$ cat src/rtl/irqc_pkg.sv
package irqc_pkg;
  typedef struct packed {
    logic capture;
    logic clear;
  } ctlStrobe_t;
endpackage

$ cat src/rtl/irqc_cell.sv
module irqc_cell (
  input  logic prioIn,
  input  logic pending,
  output logic prioOut,
  output logic claim
);
  // A pending cell keeps the acknowledge; an idle one forwards it.
  assign claim   = prioIn & pending;
  assign prioOut = prioIn & ~pending;
endmodule

$ cat src/rtl/irqc_ctrl.sv
module irqc_ctrl
  import irqc_pkg::*;
#(
  parameter int NUM_DEV = 4
) (
  input  logic               clk,
  input  logic               rst_n,
  input  logic [NUM_DEV-1:0] devReq,
  input  logic               ackIn,
  input  logic               anyClaim,
  output logic               reqLineN,
  output ctlStrobe_t         strobes
);
  // Negative-logic OR of all pending requests.
  assign reqLineN        = ~(|devReq);
  assign strobes.capture = ackIn & anyClaim;
  assign strobes.clear   = ~(ackIn & anyClaim);

  // an idle request line can never lead to a capture
  a_r8_no_capture_idle: assert property (@(posedge clk) disable iff (!rst_n)
    reqLineN |-> !strobes.capture);
endmodule

$ cat src/rtl/irqc_datapath.sv
module irqc_datapath
  import irqc_pkg::*;
#(
  parameter int                         NUM_DEV   = 4,
  parameter int                         VEC_W     = 8,
  parameter logic [NUM_DEV*VEC_W-1:0]   VEC_TABLE = {8'h4C, 8'h38, 8'h24, 8'h10}
) (
  input  logic               clk,
  input  logic               rst_n,
  input  logic               ackIn,
  input  logic [NUM_DEV-1:0] devReq,
  input  ctlStrobe_t         strobes,
  input  logic               reqLineN,
  output logic [NUM_DEV-1:0] prioOut,
  output logic               anyClaim,
  output logic [VEC_W-1:0]   dataBus,
  output logic               vecValid
);
  localparam int CHAIN_LEN = NUM_DEV + 1;

  logic [CHAIN_LEN-1:0] piVec;
  logic [NUM_DEV-1:0]   claim;
  logic [VEC_W-1:0]     muxVec;

  assign piVec[0] = ackIn;

  for (genvar g = 0; g < NUM_DEV; g++) begin : g_cell
    irqc_cell u_cell (
      .prioIn (piVec[g]),
      .pending(devReq[g]),
      .prioOut(piVec[g+1]),
      .claim  (claim[g])
    );
  end

  assign prioOut  = piVec[CHAIN_LEN-1:1];
  assign anyClaim = |claim;

  // Shared bus modelled as an AND-OR mux; claim is at most one-hot.
  always_comb begin
    muxVec = '0;
    for (int i = 0; i < NUM_DEV; i++) begin
      muxVec = muxVec | ({VEC_W{claim[i]}} & VEC_TABLE[i*VEC_W +: VEC_W]);
    end
  end

  always_ff @(posedge clk or negedge rst_n) begin
    if (!rst_n) begin
      dataBus  <= '0;
      vecValid <= 1'b0;
    end else if (strobes.capture) begin
      dataBus  <= muxVec;
      vecValid <= 1'b1;
    end else if (strobes.clear) begin
      dataBus  <= '0;
      vecValid <= 1'b0;
    end
  end

  // never more than one claimant on the bus
  a_r6_single_claim: assert property (@(posedge clk) disable iff (!rst_n)
    $onehot0(claim));
  // no acknowledge, nothing passes down the chain
  a_r3_blocked_chain: assert property (@(posedge clk) disable iff (!rst_n)
    !ackIn |-> (prioOut == '0));
  // a claimant implies the shared line is pulled low
  a_r1_claim_line_low: assert property (@(posedge clk) disable iff (!rst_n)
    anyClaim |-> !reqLineN);
  // acknowledged request yields a valid vector next cycle
  a_r7_capture_valid: assert property (@(posedge clk) disable iff (!rst_n)
    (ackIn && (devReq != '0)) |=> vecValid);
  // no acknowledge gives an empty bus next cycle
  a_r9_idle_bus: assert property (@(posedge clk) disable iff (!rst_n)
    !ackIn |=> (!vecValid && dataBus == '0));
endmodule

$ cat src/rtl/prio_ripple_ack.sv
module prio_ripple_ack
  import irqc_pkg::*;
#(
  parameter int                       NUM_DEV   = 4,
  parameter int                       VEC_W     = 8,
  parameter logic [NUM_DEV*VEC_W-1:0] VEC_TABLE = {8'h4C, 8'h38, 8'h24, 8'h10}
) (
  input  logic               clk,
  input  logic               rst_n,
  input  logic [NUM_DEV-1:0] devReq,
  input  logic               ackIn,
  output logic               reqLineN,
  output logic [NUM_DEV-1:0] prioOut,
  output logic [VEC_W-1:0]   dataBus,
  output logic               vecValid
);
  ctlStrobe_t strobes;
  logic       anyClaim;

  irqc_ctrl #(.NUM_DEV(NUM_DEV)) u_ctrl (
    .clk     (clk),
    .rst_n   (rst_n),
    .devReq  (devReq),
    .ackIn   (ackIn),
    .anyClaim(anyClaim),
    .reqLineN(reqLineN),
    .strobes (strobes)
  );

  irqc_datapath #(
    .NUM_DEV  (NUM_DEV),
    .VEC_W    (VEC_W),
    .VEC_TABLE(VEC_TABLE)
  ) u_dp (
    .clk     (clk),
    .rst_n   (rst_n),
    .ackIn   (ackIn),
    .devReq  (devReq),
    .strobes (strobes),
    .reqLineN(reqLineN),
    .prioOut (prioOut),
    .anyClaim(anyClaim),
    .dataBus (dataBus),
    .vecValid(vecValid)
  );
endmodule

$ cat config.mk
export PLATFORM = sky130hd
export DESIGN_NAME = prio_ripple_ack
export DESIGN_NICKNAME = d
export VERILOG_FILES = /design/src/rtl/irqc_pkg.sv /design/src/rtl/irqc_cell.sv /design/src/rtl/irqc_ctrl.sv /design/src/rtl/irqc_datapath.sv /design/src/rtl/prio_ripple_ack.sv
export SDC_FILE = /design/constraint.sdc
export NUM_CORES = 1
export LEC_CHECK = 0
export ABC_AREA = 0
export BUFFER_PORTS_ARGS = -buffer_cell sky130_fd_sc_hd__buf_2
export CORE_AREA = 2 2 39 41
export DETAILED_ROUTE_END_ITERATION = 8
export DIE_AREA = 0 0 41 43
export GPL_ROUTABILITY_DRIVEN = 0
export GPL_TIMING_DRIVEN = 0
export PLACE_DENSITY = 0.58
export RECOVER_POWER = 25
export SYNTH_ARGS = -nofsm -noshare
export SYNTH_HDL_FRONTEND = slang
export SYNTH_SLANG_ARGS = --single-unit
$ cat constraint.sdc
create_clock -name clk -period 0.8 [get_ports clk]
set_input_delay 0.04 -clock clk [delete_from_list [all_inputs] [get_ports clk]]
set_output_delay 0.04 -clock clk [all_outputs]
set_load 0.02 [all_outputs]
* Word-level counts from Yosys, hierarchy flattened
Cells that the tools add are included.
** Storage, ports and cells
- Output and inout bits :: 14
- Bits of input ports :: 7
- Word-level logic and storage cells :: 23
- Bits in registers :: 9
** Cells by class
- Multiplexer cells :: 2
- Reductions and logical operators :: 2
- Bitwise operators :: 17
** Operators with widths (number)
- $and 1x1->1 :: 9
- $mux 8 :: 1
- $or 8x6->8 :: 1
- $or 8x7->8 :: 1
- $reduce_or 4->1 :: 2
- $or 5x6->6 :: 1
- $not 1->1 :: 5
- $mux 1 :: 1

* Depth between registers and ports, before layout
Gate-level depths: netlist (run 1).
- Depth in word-level cells :: 8
- Gate-level depth with buffers :: 4

* Hierarchy
A second synthesis (run 1) with hierarchy kept.
** Unflattened totals
- Cell total of the unflattened synthesis :: 36
- Area total of the unflattened synthesis :: 357.8 µm²
** Modules (own cells, without submodules)
- irqc_datapath :: seq. area each 150.1 µm², cells each 25, area each 270.3 µm², instances 1
- irqc_cell :: seq. area each 0.0 µm², cells each 2, area each 16.3 µm², instances 4
- irqc_ctrl :: seq. area each 0.0 µm², cells each 3, area each 22.5 µm², instances 1

* Worst setup path before layout (run 1)
OpenSTA, ideal clock, no wires.
- Path kind :: input-to-reg
- Start :: input devReq[1]
- End :: register u_dp.vecValid
- Setup time :: 0.138 ns
- Path slack :: 0.018 ns
- Stages :: 3
- Data arrival time :: 0.644 ns
- Required time :: 0.662 ns
- Path through :: buf_6 -> nor4_4 -> nor2b_1
** RTL lines
- start, declared :: RTL line prio_ripple_ack.sv:10 : input logic [NUM_DEV-1:0] devReq,
- end signal, assigned :: RTL line irqc_datapath.sv:50 : vecValid <= 1'b0;
- end signal, assigned :: RTL line irqc_datapath.sv:53 : vecValid <= 1'b1;
- end signal, assigned :: RTL line irqc_datapath.sv:56 : vecValid <= 1'b0;
- end, declared :: RTL line irqc_datapath.sv:17 : output logic vecValid

* Final worst setup path (run 1)
- Start :: register u_dp.dataBus[2]
- End :: output dataBus[2]
** RTL lines
- start, declared :: RTL line irqc_datapath.sv:16 : output logic [VEC_W-1:0] dataBus,
- start signal, assigned :: RTL line irqc_datapath.sv:52 : dataBus <= muxVec;
- end, declared :: RTL line prio_ripple_ack.sv:14 : output logic [VEC_W-1:0] dataBus,
No word-level cell between the ends.

==> run_results.csv, run 1 <==
group,metric,value,unit
outcome,outcome,"finished, final reports clean",
yosys,yosys_warnings,0,
setup_path,critPathBufInv,1,
detailed_routing,firstDrtPassIters,3,
yosys,syn_area,369.1,sq um
floorplanning,die_h,43,um
setup_path,crit_chain,"buf_6",
timing,rsz0062_at_grt,"yes",
grt,track_usage,0.07932,
detailed_routing,drtAntennaViolNets,0,
finish,syn_to_final_growth,47.80,%
finish,drive_gt1_frac,0.5769,
floorplanning,ios,21,
setup_path,slowest_stage,"dfrtp_1",
detailed_routing,wl_per_cell,8.574,um
timing,fin_ws,0.03141,ns
clock_network,cts.sinks,6,
timing,max_clock_freq,1301,MHz
placed_design,pre_cts_ws,-0.1102,ns
clock_network,post_cts_buffers,0,
placed_design,io_buffer_count,15,
setup_path,cpPeakStageDelay,0.36,ns
clock_network,root_buffer,"clkbuf_4",
yosys,yosysTopAreaCell,"dfrtp_1",
floorplanning,design.die.area,1763,sq um
timing,holdWs,0.03578,ns
timing,drv_slew,0,
clock_network,cts_buffer_depth,2,
setup_path,crit_arrival,0.73,ns
floorplanning,core,1384,sq um
yosys,ys_seq_area_frac,0.4068,
clock_network,htree_levels,1,
yosys,synth.most_common_cell,"buf_4",
detailed_routing,via_count,273,
floorplanning,rows,14,
grt,grt_first_pass_wirelength,890,um
yosys,ys.flop_type,"dfrtp_1",
detailed_routing,drc_errors,0,
yosys,yosys-top-cells-count,"buf_4, dfrtp_1, nor2_1",
yosys,synth.area.top_cells,"dfrtp_1, buf_4, nor4b_4",
yosys,synth-edff-count,0,
clock_network,cts_buffers,3,
yosys,synthCells,34,
yosys,yosysUniqueCellTypes,16,
finish,fillers,139,
setup_path,path_class,"reg -> out",
finish,num-nets-final,61,
setup_path,critical_path_peak_fanout,1,
finish,multi_input_area,155.1,sq um
finish,final_area,545.5,sq um
worst_hold_path,hold_path.class,"in -> reg",
setup_path,cp-end-kind,"output pin",
yosys,synth-async-reset-ratio,1.000,
detailed_routing,drt-initial-drc-count,2,
clock_network,clkTransAtPathRegs,0.04,ns
yosys,ys_seq_elements,6,
floorplanning,start_util,0.2667,
power_and_ir_drop,vdd_drop_max,0.0003269,V
timing,setup_violations,0,
grt,grt_pass1_vias,213,
flow_run,cap_violations,0,
detailed_routing,totalWireLength,583,um
setup_path,critPathTopFamily,"flip-flops",
grt,grt_max_degree,10,
timing,fin_crit_sh,0.9607,
timing,fin_crit,0.7686,ns
power_and_ir_drop,p_per_area,1438,nW/um^2
finish,antenna_cells,0,
grt,grt_remaining_overflow,0,
detailed_routing,vias_per_cell,4.015,
power_and_ir_drop,finalPower,0.7845,mW
timing,hold_viol,0,
placed_design,place_area,471.7,sq um
yosys,synth_top_area_frac,0.4068,
setup_path,cp-start-kind,"register",
yosys,synth_area_per_cell,10.86,sq um
floorplanning,die_width,41,um
setup_path,cp.required,0.76,ns
finish,area.sequential,150.1,sq um
power_and_ir_drop,leakagePower,0.2774,nW
clock_network,cts_tree,"yes",
grt,antenna_found_initial,0,
-- cell usage in the layout, fill, tap and decap left out, types with 2 or more instances in the layout --
cell | Yosys | routed
buf_6 | 2 | 9
clkbuf_4 | 0 | 3
nor4_4 | 1 | 2
buf_4 | 7 | 6
nor2b_1 | 2 | 2
conb_1 | 1 | 3
inv_1 | 2 | 2
dfrtp_1 | 6 | 6
nor2_1 | 4 | 3
buf_2 | 0 | 5
-- sequential cells by signal, indices dropped and copies added, names as in the netlist --
signal         flops
u_dp.vecValid      1
u_dp.dataBus       5
-- per-stage QoR --
stage,utilization,setup TNS (ns),cells
floorplan,-,0,36
global placement,0.3409,-0.1891,67
detailed placement,0.3409,-0.1950,67
CTS,0.3716,0,69
global route,0.3942,-0.01967,68
finish,0.3942,0,68
-- routing by layer --
layer	part of all wire	track usage	up-vias	wire length, um
li1	-	-	135	-
met1	0.35	0.08360	124	203
met2	0.53	0.1094	14	310
met3	0.12	0.03141	0	70
met4	0	0.08000	0	0
met5	0	0	-	0
-- final timing paths --
| path | slack (ns) | to | startpoint | depth (start not counted) |
|---|---|---|---|---|
| max | 0.03 | dataBus[2] | u_dp.dataBus[2] | 1 |
| min | 0.04 | u_dp.dataBus[6] | devReq[1] | 2 |
| max in group asynchronous | 0.39 | u_dp.vecValid | rst_n | 2 |
| min in group asynchronous | 0.19 | u_dp.dataBus[3] | rst_n | 2 |
-- final cells by class --
type                            instances  area share
Buffer                                  7     0.09862
Tap cell                               16     0.03670
Timing Repair Buffer                   16      0.2500
Multi-Input combinational cell         18      0.2844
Clock buffer                            3     0.04128
Sequential cell                         6      0.2752
Inverter                                2     0.01376
-- power by group --
group	switching [mW]	internal, mW
Clock	0.0946	0.169
Sequential	0.00553	0.319
Combinational	0.108	0.0891
Total	0.208	0.576
-- kinds of logic after synthesis --
group	share of synthesized area
compound gates	0.03389
flops	0.4068
other cells	0.01016
simple gates	0.3118
buf+inv	0.2373
-- repair_timing --
item,in CTS,in global routing
hold endpoints to repair,6,0
setup endpoints to repair,3,9
hold buffers,1,0
gates resized for setup,6,14
Note: power is estimated with default switching activity, not from simulation.
==> run 2, diff against run 1 <==
- CORE_AREA: 2 2 39 41 -> 5 5 42 44
- DIE_AREA: 0 0 41 43 -> 0 0 47 49
- PLACE_DENSITY: 0.58 -> 0.57
- SYNTH_HIERARCHICAL: default -> 1
==> run 2 against run 1 <==
The flow now finishes with violations (setup timing). Non-clock buffer count increased by 10. Core utilization up 9.0 points. Fmax decreased by 52%. Synthesized cell count rose by 5.9%. Sequential share of layout area fell by 5.4 points. Global-route usage is 0.75 points higher. Routed wire length up 62%. Die area grew 31%. Combinational power up 18%.
==> run_results.csv, run 2 <==
group,metric,value,unit
outcome,outcome,"finished with violations",
outcome,violations,"setup timing",
finish,antenna_cells,0,
clock_network,clkTransAtPathRegs,0.05,ns
finish,largest_reg_flops,5,
clock_network,htree_levels,1,
floorplanning,start_util,0.2554,
finish,num-nets-final,81,
finish,area.sequential,150.1,sq um
clock_network,root_buffer,"clkbuf_4",
clock_network,clkLatencyLatePin,0.24,ns
finish,syn_to_final_growth,89.51,%
clock_network,cts.sinks,6,
placed_design,io_buffer_count,17,
floorplanning,rows,14,
yosys,synth-async-reset-ratio,1.000,
detailed_routing,drc_errors,0,
timing,skew,0,ns
finish,drive_gt1_frac,0.6944,
placed_design,hpwlAfterDp,602,um
worst_hold_path,hold_path.class,"in -> async",
detailed_routing,drtAntennaViolNets,0,
timing,setup_violations,11,
timing,rsz0062_at_grt,"yes",
grt,grt_remaining_overflow,0,
setup_path,crit_arrival,1.74,ns
clock_network,cts_tree,"yes",
grt,antenna_found_initial,0,
detailed_routing,wl_per_cell,10.70,um
timing,fin_ws,-0.8058,ns
flow_run,cap_violations,0,
finish,top_regs,"u_dp/dataBus: 5 flops, u_dp/vecValid: 1 flops",
power_and_ir_drop,vdd_drop_max,0.0003376,V
setup_path,cp.required,0.93,ns
setup_path,critical_path_peak_fanout,5,
grt,grt_max_degree,7,
timing,fin_crit,1.606,ns
power_and_ir_drop,finalPower,0.8341,mW
yosys,ys_seq_area_frac,0.4196,
detailed_routing,via_count,379,
yosys,synth.area.top_cells,"dfrtp_1, and2b_2, o21ai_0",
yosys,yosys-top-cells-count,"dfrtp_1, o21ai_0, and2_2, and2b_2, buf_4",
detailed_routing,firstDrtPassIters,2,
power_and_ir_drop,leakagePower,0.3752,nW
floorplanning,die_width,47,um
grt,grt_pass1_vias,374,
yosys,synthCells,36,
yosys,ys.flop_type,"dfrtp_1",
finish,multi_input_area,209.0,sq um
clock_network,cts_buffer_depth,2,
detailed_routing,totalWireLength,942,um
yosys,synth_top_area_frac,0.4196,
yosys,yosys_warnings,6,
yosys,ys_seq_elements,6,
yosys,synth_area_per_cell,9.940,sq um
finish,final_cell_mix,"buf_4, buf_6, buf_2, dfrtp_1",
timing,hold_viol,0,
finish,fillers,135,
grt,grt_first_pass_wirelength,1414,um
yosys,yosysUniqueCellTypes,16,
clock_network,cts_buffers,3,
floorplanning,design.die.area,2303,sq um
timing,fin_crit_sh,2.007,
setup_path,cp-end-kind,"register",
yosys,synth-edff-count,0,
finish,final_common_cell,"buf_4",
floorplanning,core,1401,sq um
placed_design,pre_cts_ws,-1.128,ns
placed_design,place_area,478.0,sq um
finish,final_area,678.2,sq um
timing,drv_slew,0,
timing,setup_tns,-5.123,ns
setup_path,path_class,"in -> reg",
detailed_routing,vias_per_cell,4.307,
yosys,syn_area,357.8,sq um
yosys,yosysTopAreaCell,"dfrtp_1",
detailed_routing,drt-initial-drc-count,2,
floorplanning,die_h,49,um
finish,regMostFlops,"u_dp/dataBus",
floorplanning,ios,21,
setup_path,cp-start-kind,"input port",
timing,max_clock_freq,622.8,MHz
power_and_ir_drop,p_per_area,1230,nW/um^2
grt,track_usage,0.08686,
[run 2: area by class of cell]
class | count | area share
repair buffers | 30 | 0.3690
multi-input cells | 29 | 0.3081
flip-flops and latches | 6 | 0.2214
clock buffers | 3 | 0.03321
plain buffers | 3 | 0.03321
well taps | 16 | 0.02952
inverters | 1 | 0.005535
[run 2: per-layer routing]
layer,track usage,routed length (um),share of wire,vias up
li1,-,-,-,191
met1,0.09756,382,0.41,170
met2,0.1312,466,0.49,18
met3,0.02214,94,0.10,0
met4,0.06912,0,0,0
met5,0,0,0,-
[run 2: through the flow]
stage / util / hold WS [ns] / std cells
floorplan: - / -0.2556 / 38
global placement: 0.3411 / -0.1307 / 71
detailed placement: 0.3411 / -0.1312 / 71
CTS: 0.4652 / 0.1369 / 85
global route: 0.4839 / 0.2372 / 88
finish: 0.4839 / 0.2075 / 88
[run 2: report_power, final]
| part | switching, mW | internal (mW) | total, mW |
|---|---|---|---|
| combinational | 0.104 | 0.129 | 0.233 |
| clock | 0.108 | 0.170 | 0.278 |
| sequential | 0.00789 | 0.316 | 0.324 |
[run 2: what timing repair did]
item / 4_1_cts / 5_1_grt
setup buffers: 9 / 3
hold endpoints to repair: 6 / 0
resized for setup: 21 / 2
setup endpoints to repair: 14 / 14
hold buffers: 1 / 0
pin swaps: 1 / 1
cloned: 1 / 0
[run 2: final timing paths]
kind                       cells after the start               to  slack (ns)       startpoint
hold / removal                                 2  u_dp/dataBus[3]        0.21            rst_n
setup / recovery                               9  u_dp/dataBus[4]       -0.81            ackIn
max in group asynchronous                      2  u_dp/dataBus[4]        0.35            rst_n
min in group clk                               4  u_dp/dataBus[5]        0.23        devReq[1]
hold reg to reg                                2  u_dp/dataBus[3]        0.55  u_dp/dataBus[3]
setup reg to reg                               2  u_dp/dataBus[4]       -0.01  u_dp/dataBus[4]
[run 2: cell families (layout without fill, tap and decap cells)]
kind of cell | Yosys count | in the layout | share of synthesized area
AO/OA/AOI/OAI | 10 | 10 | 0.1853
buffers and inverters | 4 | 37 | 0.07341
flip-flops | 6 | 6 | 0.4196
other | 1 | 3 | 0.01048
AND/OR/NAND/NOR | 15 | 16 | 0.3112
[run 2: critical path, stage by stage]
cell	delay, ns
buf_8	0.09
and2b_2	0.19
and2b_2	0.20
and2b_2	0.20
and2_4	0.13
or4_4	0.43
and2_4	0.18
o21ai_1	0.06
a21bo_2	0.22
